$ cat src/rtl/eep_status_pkg.sv
package eep_status_pkg;
   localparam int STS_W    = 8;
   localparam int POS_BUSY = 0;
   localparam int POS_WEN  = 1;
   localparam int POS_PR0  = 2;
   localparam int POS_PR1  = 3;
   localparam int PR_W     = 2;

   typedef enum logic [1:0] {
      SH_IDLE  = 2'd0,
      SH_SHIFT = 2'd1,
      SH_ACK   = 2'd2
   } sh_state_t;

   function automatic logic [STS_W-1:0] pack_status(
      input logic busy, input logic wen, input logic [PR_W-1:0] pr);
      logic [STS_W-1:0] v;
      v = '0;
      v[POS_BUSY] = busy;
      v[POS_WEN]  = wen;
      v[POS_PR0]  = pr[0];
      v[POS_PR1]  = pr[1];
      return v;
   endfunction
endpackage

$ cat src/rtl/eep_wcycle_timer.sv
module eep_wcycle_timer #(
   parameter int CYCLES = 200
) (
   input  logic clk,
   input  logic rst_n,
   input  logic start,
   output logic busy,
   output logic done
);
   localparam int CW = $clog2(CYCLES + 1);
   logic [CW-1:0] cnt_q;

   always_ff @(posedge clk) begin
      if (!rst_n)          cnt_q <= '0;
      else if (start)      cnt_q <= CW'(CYCLES);
      else if (cnt_q != 0) cnt_q <= cnt_q - 1'b1;
   end

   assign busy = (cnt_q != '0);
   assign done = (cnt_q == CW'(1));
endmodule

$ cat src/rtl/eep_status_regs.sv
module eep_status_regs
   import eep_status_pkg::*;
#(
   parameter int            WR_CYCLES = 200,
   parameter bit            KEEP_PR   = 1'b1,
   parameter logic [PR_W-1:0] PR_INIT = '0
) (
   input  logic            clk,
   input  logic            rst_n,
   input  logic            cmd_wren,
   input  logic            cmd_wrdi,
   input  logic            cmd_wrsr,
   input  logic [PR_W-1:0] wr_pr,
   input  logic            array_busy,
   output logic            busy,
   output logic            wen,
   output logic [PR_W-1:0] pr
);
   logic tmr_busy, tmr_done, wrsr_ok, arr_q, arr_done, wen_q;

   assign busy    = tmr_busy | array_busy;
   assign wrsr_ok = cmd_wrsr & wen_q & ~busy;

   eep_wcycle_timer #(.CYCLES(WR_CYCLES)) u_tmr (
      .clk  (clk),
      .rst_n(rst_n),
      .start(wrsr_ok),
      .busy (tmr_busy),
      .done (tmr_done)
   );

   always_ff @(posedge clk) begin
      if (!rst_n) arr_q <= 1'b0;
      else        arr_q <= array_busy;
   end
   assign arr_done = arr_q & ~array_busy;

   always_ff @(posedge clk) begin
      if (!rst_n)                              wen_q <= 1'b0;
      else if (cmd_wrdi | tmr_done | arr_done) wen_q <= 1'b0;
      else if (cmd_wren & ~busy)               wen_q <= 1'b1;
   end
   assign wen = wen_q;

   generate
      if (KEEP_PR) begin : g_keep
         logic [PR_W-1:0] pr_q = PR_INIT;
         always_ff @(posedge clk) begin
            if (wrsr_ok) pr_q <= wr_pr;
         end
         assign pr = pr_q;
      end else begin : g_reset
         logic [PR_W-1:0] pr_q;
         always_ff @(posedge clk) begin
            if (!rst_n)       pr_q <= PR_INIT;
            else if (wrsr_ok) pr_q <= wr_pr;
         end
         assign pr = pr_q;
      end
   endgenerate
endmodule

$ cat src/rtl/eep_status_shifter.sv
module eep_status_shifter
   import eep_status_pkg::*;
#(
   parameter int W = STS_W
) (
   input  logic         clk,
   input  logic         rst_n,
   input  logic         rd_start,
   input  logic [W-1:0] live_byte,
   input  logic         bit_adv,
   input  logic         ack_strobe,
   input  logic         ack_mak,
   output logic         tx_bit,
   output logic         tx_active,
   output logic         ack_wait
);
   localparam int CW = $clog2(W);
   sh_state_t     st_q;
   logic [W-1:0]  sreg_q;
   logic [CW-1:0] cnt_q;

   always_ff @(posedge clk) begin
      if (!rst_n) begin
         st_q   <= SH_IDLE;
         sreg_q <= '0;
         cnt_q  <= '0;
      end else begin
         unique case (st_q)
            SH_IDLE: if (rd_start) begin
               st_q   <= SH_SHIFT;
               sreg_q <= live_byte;
               cnt_q  <= '0;
            end
            SH_SHIFT: if (bit_adv) begin
               sreg_q <= {sreg_q[W-2:0], 1'b0};
               if (cnt_q == CW'(W - 1)) begin
                  st_q  <= SH_ACK;
                  cnt_q <= '0;
               end else begin
                  cnt_q <= cnt_q + 1'b1;
               end
            end
            SH_ACK: if (ack_strobe) begin
               if (ack_mak) begin
                  st_q   <= SH_SHIFT;
                  sreg_q <= live_byte;
               end else begin
                  st_q <= SH_IDLE;
               end
            end
            default: st_q <= SH_IDLE;
         endcase
      end
   end

   assign tx_bit    = (st_q == SH_SHIFT) & sreg_q[W-1];
   assign tx_active = (st_q != SH_IDLE);
   assign ack_wait  = (st_q == SH_ACK);
endmodule

$ cat src/rtl/eep_status_unit.sv
module eep_status_unit
   import eep_status_pkg::*;
#(
   parameter int              WR_CYCLES = 200,
   parameter bit              KEEP_PR   = 1'b1,
   parameter logic [PR_W-1:0] PR_INIT   = '0
) (
   input  logic       clk,
   input  logic       rst_n,
   input  logic       cmd_wren,
   input  logic       cmd_wrdi,
   input  logic       cmd_wrsr,
   input  logic [7:0] wrsr_data,
   input  logic       cmd_rdsr,
   input  logic       array_busy,
   input  logic       bit_adv,
   input  logic       ack_strobe,
   input  logic       ack_mak,
   output logic       tx_bit,
   output logic       tx_active,
   output logic       ack_wait
);
   generate
      if (WR_CYCLES < 1) begin : g_bad_cycles
         $error("WR_CYCLES must be at least 1");
      end
      if (STS_W != 8) begin : g_bad_width
         $error("status byte must be 8 bits");
      end
   endgenerate

   logic            wip, wel;
   logic [PR_W-1:0] bp;
   logic [STS_W-1:0] status_now;
   logic             unused_hi;

   assign unused_hi = ^{wrsr_data[7:4], wrsr_data[1:0]};

   eep_status_regs #(
      .WR_CYCLES(WR_CYCLES),
      .KEEP_PR  (KEEP_PR),
      .PR_INIT  (PR_INIT)
   ) u_regs (
      .clk       (clk),
      .rst_n     (rst_n),
      .cmd_wren  (cmd_wren),
      .cmd_wrdi  (cmd_wrdi),
      .cmd_wrsr  (cmd_wrsr),
      .wr_pr     (wrsr_data[POS_PR1:POS_PR0]),
      .array_busy(array_busy),
      .busy      (wip),
      .wen       (wel),
      .pr        (bp)
   );

   assign status_now = pack_status(wip, wel, bp);

   eep_status_shifter #(.W(STS_W)) u_shift (
      .clk       (clk),
      .rst_n     (rst_n),
      .rd_start  (cmd_rdsr),
      .live_byte (status_now),
      .bit_adv   (bit_adv),
      .ack_strobe(ack_strobe),
      .ack_mak   (ack_mak),
      .tx_bit    (tx_bit),
      .tx_active (tx_active),
      .ack_wait  (ack_wait)
   );
endmodule

$ cat config.mk
export PLATFORM = sky130hd
export DESIGN_NAME = eep_status_unit
export DESIGN_NICKNAME = d
export VERILOG_FILES = /design/src/rtl/eep_status_pkg.sv /design/src/rtl/eep_wcycle_timer.sv /design/src/rtl/eep_status_regs.sv /design/src/rtl/eep_status_shifter.sv /design/src/rtl/eep_status_unit.sv
export SDC_FILE = /design/constraint.sdc
export NUM_CORES = 1
export LEC_CHECK = 0
export ABC_AREA = 1
export BUFFER_PORTS_ARGS = -buffer_cell sky130_fd_sc_hd__buf_4
export CORE_MARGIN = 2
export CORE_UTILIZATION = 55
export DETAILED_ROUTE_END_ITERATION = 7
export HOLD_SLACK_MARGIN = 0.12
export PLACE_DENSITY_LB_ADDON = 0.1
export SYNTH_ARGS = -nofsm -noshare
export SYNTH_HDL_FRONTEND = slang
export SYNTH_SLANG_ARGS = --single-unit
$ cat constraint.sdc
create_clock -name clk -period 4.5 [get_ports clk]
set_clock_uncertainty 0.2 [all_clocks]
set_input_delay 0.45 -clock clk [delete_from_list [all_inputs] [get_ports clk]]
set_output_delay 0.45 -clock clk [all_outputs]
set_load 0.005 [all_outputs]
## After elaboration in Yosys (flattened, before gate mapping)

Cells that the tools add are included.

| storage, ports and cells | value |
|---|---|
| register bits after elaboration | 25 |
| bits of input ports | 18 |
| output and inout port bits | 3 |

| cells by class | value |
|---|---|
| add/subtract/negate cells | 2 |
| muxes and demuxes | 17 |
| reduce and logical (&&, ||, !) cells | 11 |
| equal/unequal tests | 9 |
| bitwise operators | 11 |

Operators by type and width:

| cell | number |
|---|---|
| 8-bit 2-to-1 mux | 6 |
| 8-bit case mux with 3 select lines | 1 |
| 3-bit 2-to-1 mux | 3 |
| 8-bit by 1-bit equality test with 1-bit output (second input constant) | 1 |
| 2-bit 2-to-1 mux | 4 |
| 2-bit inequality test (second input constant) | 4 |
| 8-bit nonzero test | 1 |
| 8-bit by 1-bit subtractor with 8-bit output (second input constant) | 1 |
| 2-bit case mux with 3 select lines | 1 |
| 3-bit case mux with 2 select lines | 1 |
| 2-bit nonzero test | 3 |
| 1-bit bitwise AND | 5 |
| 5-bit AND reduction | 1 |
| 4-bit AND reduction | 1 |
| 2-bit OR reduction | 2 |
| 3-bit by 1-bit adder with 3-bit output (second input constant) | 1 |
| 3-bit equality test (second input constant) | 1 |
| 1-bit NOT | 3 |
| 1-bit bitwise OR | 3 |
| 3-bit AND reduction | 1 |
| 3-bit nonzero test | 1 |
| 2-bit by 1-bit equality test with 1-bit output (second input constant) | 1 |
| 2-bit equality test (second input constant) | 1 |
| 2-bit logical NOT | 1 |
| other kinds (2) | 2 |

## Logic depth before layout (Yosys ltp)

| depth | value |
|---|---|
| depth after elaboration | 5 |
| depth in mapped cells | 9 |
| depth with buffers taken out | 9 |

## Hierarchy

Synthesis repeated with hierarchy kept, for this count alone.

| unflattened totals | value |
|---|---|
| cell total of the unflattened synthesis | 205 |
| area total of the unflattened synthesis | 1411.4 um^2 |

Modules (own cells, without submodules):

| module | area an instance (um^2) | seq. area each (um^2) | cells an instance | instances |
|---|---|---|---|---|
| eep_status_shifter | 790.8 | 260.2 | 121 | 1 |
| eep_wcycle_timer | 466.7 | 160.2 | 67 | 1 |
| eep_status_regs | 150.1 | 100.1 | 16 | 1 |
| eep_status_unit | 3.8 | 0.0 | 1 | 1 |

## Worst setup path before layout

No wires, ideal clock.

| timing | value |
|---|---|
| kind | reg-to-reg |
| from | register u_regs.u_tmr.cnt_q[0] |
| to | register u_regs.g_keep.pr_q[0] (netlist: u_regs.pr[0]), enable pin |
| data required time | 4.005 ns |
| path buffers | 0 |
| stages on the path, launching flop included | 7 |
| setup slack | 2.928 ns |
| arrival time | 1.077 ns |
| cells stage by stage | dfxtp_1 inv_1 ha_1 nand2_2 nor2_4 nand3b_2 inv_1 |

| on the way | value |
|---|---|
| longest elaborated chain between the ends | 4 |

Ends and longest elaborated chain:

| item | RTL line | source |
|---|---|---|
| start, declared | eep_wcycle_timer.sv:11 | `logic [CW-1:0] cnt_q;` |
| start signal, assigned | eep_wcycle_timer.sv:15 | `else if (start) cnt_q <= CW'(CYCLES);` |
| start signal, assigned | eep_wcycle_timer.sv:16 | `else if (cnt_q != 0) cnt_q <= cnt_q - 1'b1;` |
| 8-bit nonzero test | eep_wcycle_timer.sv:19 | `assign busy = (cnt_q != '0);` |
| 1-bit bitwise OR | eep_status_regs.sv:21 | `assign busy = tmr_busy \| array_busy;` |
| 1-bit NOT | eep_status_regs.sv:22 | `assign wrsr_ok = cmd_wrsr & wen_q & ~busy;` |
| 1-bit bitwise AND | eep_status_regs.sv:22 |  |
| via u_regs.u_tmr.start | eep_wcycle_timer.sv:6 | `input logic start,` |
| end signal, assigned | eep_status_regs.sv:49 | `if (wrsr_ok) pr_q <= wr_pr;` |
| end, declared | eep_status_regs.sv:47 | `logic [PR_W-1:0] pr_q = PR_INIT;` |

The timed path passes the listed nets, and every way through them passes these cells.
A chain may end at the register's enable or synchronous reset.

## Final worst setup path

| timing | value |
|---|---|
| from | register u_shift.st_q[1] |
| to | output tx_bit |

| on the way | value |
|---|---|
| longest elaborated chain between the ends | 2 |

Ends and longest elaborated chain:

| item | RTL line | source |
|---|---|---|
| start, declared | eep_status_shifter.sv:18 | `sh_state_t st_q;` |
| start signal, assigned | eep_status_shifter.sv:24 | `st_q <= SH_IDLE;` |
| start signal, assigned | eep_status_shifter.sv:30 | `st_q <= SH_SHIFT;` |
| start signal, assigned | eep_status_shifter.sv:37 | `st_q <= SH_ACK;` |
| 2-bit by 1-bit equality test with 1-bit output | eep_status_shifter.sv:56 | `assign tx_bit = (st_q == SH_SHIFT) & sreg_q[W-1];` |
| 1-bit bitwise AND | eep_status_shifter.sv:56 |  |
| end, declared | eep_status_unit.sv:19 | `output logic tx_bit,` |

No other way between the ends.

==> metrics <==
CTS tree built; WP buf/inv 2; GR Util All Layers 0.2297; Slew HR 0.8123; Die ar. approximately 0.0028 sq mm; chip height ~53 microns; CP Capture Point tx_bit; PwrDens around 640 mW/mm^2; Num Clock Sinks 25; fin crit period ~2 ns; CP endpoint kind output pin; Syn Std Cell Area 0.001336 sq mm; Cell Area, Placed between 0.001 and 0.0015 sq mm; first-pass GRT wire length roughly 4.7 mm; Clock Tree Buf Depth 2; Synth-to-Final Area Change 14.33%; Pre-antenna DRT Iters 5; initial antenna violation count 0; # diodes 0; H-tree depth 1; final std cells w/o fill between 200 and 250; root buf cell clkbuf_4; MaxCap Viol Count 0; CP max stage cell dfxtp_1; hpwl dp around 2.0 mm; final setup violation count 0; Antenna Nets Post-Route 0; I/O pin count 21; Worst setup SP type flip-flop; Worst-Skew Late Latency 0.32 ns; Hold Crit Class in -> reg; Post-CTS Resized 0; worst slew pin tran around 0.28 ns; Fill cells between 150 and 200; hold_ws ~0.19 ns; Max Freq 500.1 MHz; status finished, final reports clean; cts hold-fix bufs 3; Critical Path Max Stage Delay 0.50 ns; Setup TNS Final 0 ns; Reg2Reg Setup Slack approximately 2.7 ns; clock-pin slew on the worst setup and hold paths roughly 0.13 ns; worst r2r dst u_regs.pr[0]; vias per inst between 5 and 6; gpl congestion ~0.8; Fin. Hold Viols 0; drt drc 0; largest net degree at the start of global routing 15; Buffers on Ports 14; Crit path max-delay family flip-flops; final worst path period share 0.4444; cells along the critical path inv_2 > nand2_2 > nor2_1 > buf_4; crit-path max FO 10; RSZ-0062 raised after global routing false; number of buffers created by CTS 3; Synth Register Bits 25; grt total ovfl 0; initial core utilization 0.5927; post-synth cell types 23; Max rail drop VDD between 400 and 500 uV; Final Instance Area ~0.0015 sq mm; Post-Syn Instances around 190; Die X between 50 and 60 microns; register area share after synthesis 0.3895; synthesis warning total 0; final WL 2.659 mm; FF-to-FF path depth 6; Starting DRT DRC Count 25; Final nets between 200 and 250; vias in the first global route 1141; placed cell count approximately 230; share of cells above drive strength 1 0.1549; Mapped Nets between 200 and 250; wire per inst around 11 microns; core box area about 0.0023 sq mm; Site Rows 17; synthesized area per cell 6.924 sq um; Reg-to-Reg Start u_regs.u_tmr.cnt_q[0]; CP required 3.85 ns; critical path depth 4; worst path arrival time between 1 and 1.5 ns; Setup CP Type reg -> out; post-CTS setup buffer count 0; via count roughly 1.2k; max-slew violation count 0; Worst setup startpoint u_shift.st_q[1]; leakage power between 0.7 and 0.8 nW
==> layout make-up <==
class	instances	area, sq um	share of cell area
Clock buffer	4	26.28	0.01720
Inverter	30	112.6	0.07371
Sequential cell	25	520.5	0.3407
Tap cell	28	35.03	0.02293
Timing Repair Buffer	17	135.1	0.08845
Multi-Input combinational cell	137	698.2	0.4570
==> power breakdown <==
group	internal [mW]	switching, mW	total, mW
clock network	0.0347	0.0649	0.0996
registers	0.294	0.0523	0.346
logic	0.193	0.335	0.527
total	0.521	0.452	0.973
==> worst min-delay path by stage <==
stage | startpoint | to | cells after the start
floorplan | u_regs.wen | u_regs.wen | 2
global placement | u_shift.cnt_q[1] | u_shift.cnt_q[1] | 2
detailed placement | u_shift.cnt_q[1] | u_shift.cnt_q[1] | 2
CTS | cmd_wrdi | u_regs.wen | 4
global route | cmd_wrdi | u_regs.wen | 4
finish | cmd_wrdi | u_regs.wen | 4
==> cell usage after synthesis <==
cell      count  area, sq um
nand3_1      18        90.09
ha_1          4        50.05
nor3_1        3        15.01
o21ai_2       1        8.760
nand3_4       2        35.03
nor2_1       38        142.6
nand3b_2      1        11.26
inv_1        27        101.4
nand4_1       1        6.260
o21ai_0       3        15.01
inv_2         3        11.26
nor2_4        1        11.26
a21oi_1      11        55.05
edfxtp_1      2        60.06
nor2_8        1        20.02
nand2_1      43        161.4
dfxtp_1      23        460.4
buf_2         1        5.000
xor2_1        2        17.52
nor2_2        2        12.51
o21ai_1       1        5.000
nand2_2       3        18.77
nand2_4       2        22.52
==> cell families (layout without fill, tap and decap cells) <==
family                     Yosys count  count (layout)  synth area share
adders and majority gates            4               4           0.03745
DFF                                 25              25            0.3895
buffers and inverters               31              51           0.08801
xor gates and xnor gates             2               2           0.01311
and+or+nand+nor                    115             115            0.4092
AOI/OAI and AO/OA                   16              16           0.06273
==> tightest hold or removal path: stages <==
cell	delay, ns
buf_4	0.08
a21oi_1	0.03
nand3_1	0.07
a21oi_1	0.04
==> registers in the layout, indices dropped and copies added, names as in the netlist <==
name,flops
u_regs.arr_q,1
u_shift.sreg_q,8
u_regs.wen,1
u_regs.pr,2
u_shift.st_q,2
u_shift.cnt_q,3
u_regs.u_tmr.cnt_q,8
==> layer usage <==
metal  vias up  part of all wire  wire length (microns)  track usage
met3         5             0.019                     51      0.03390
met2        17              0.51                   1363       0.4012
met4         0             0.017                     46      0.08974
met5         -                 0                      0            0
li1        642                 -                      -            -
met1       542              0.45                   1197       0.2792
==> through the flow <==
stage                     setup WS [ns]  power [mW]  utilization
final                             2.500      0.9730       0.6776
after global routing              2.380       1.080       0.6776
after CTS                         2.481      0.9748       0.6776
after detailed placement          2.736      0.8736       0.6526
after global placement            2.787      0.8457       0.6526
after floorplan                   2.928      0.7597            -
==> layout by cell type (no fill, tap or decap) <==
cell	n
clkbuf_1	1
nand4_1	1
nand2_1	43
a21oi_1	11
o21ai_0	3
nor2_2	2
nor3_1	3
xor2_1	2
buf_4	14
inv_2	3
inv_1	27
clkbuf_4	3
dlygate4sd3_1	3
nand3_4	2
o21ai_2	1
nor2_1	38
nand2_2	3
nor2_4	1
nand3_1	18
o21ai_1	1
dfxtp_1	23
ha_1	4
nand2_4	2
nor2_8	1
nand3b_2	1
edfxtp_1	2
No activity file was read; power rests on OpenSTA's default activity.
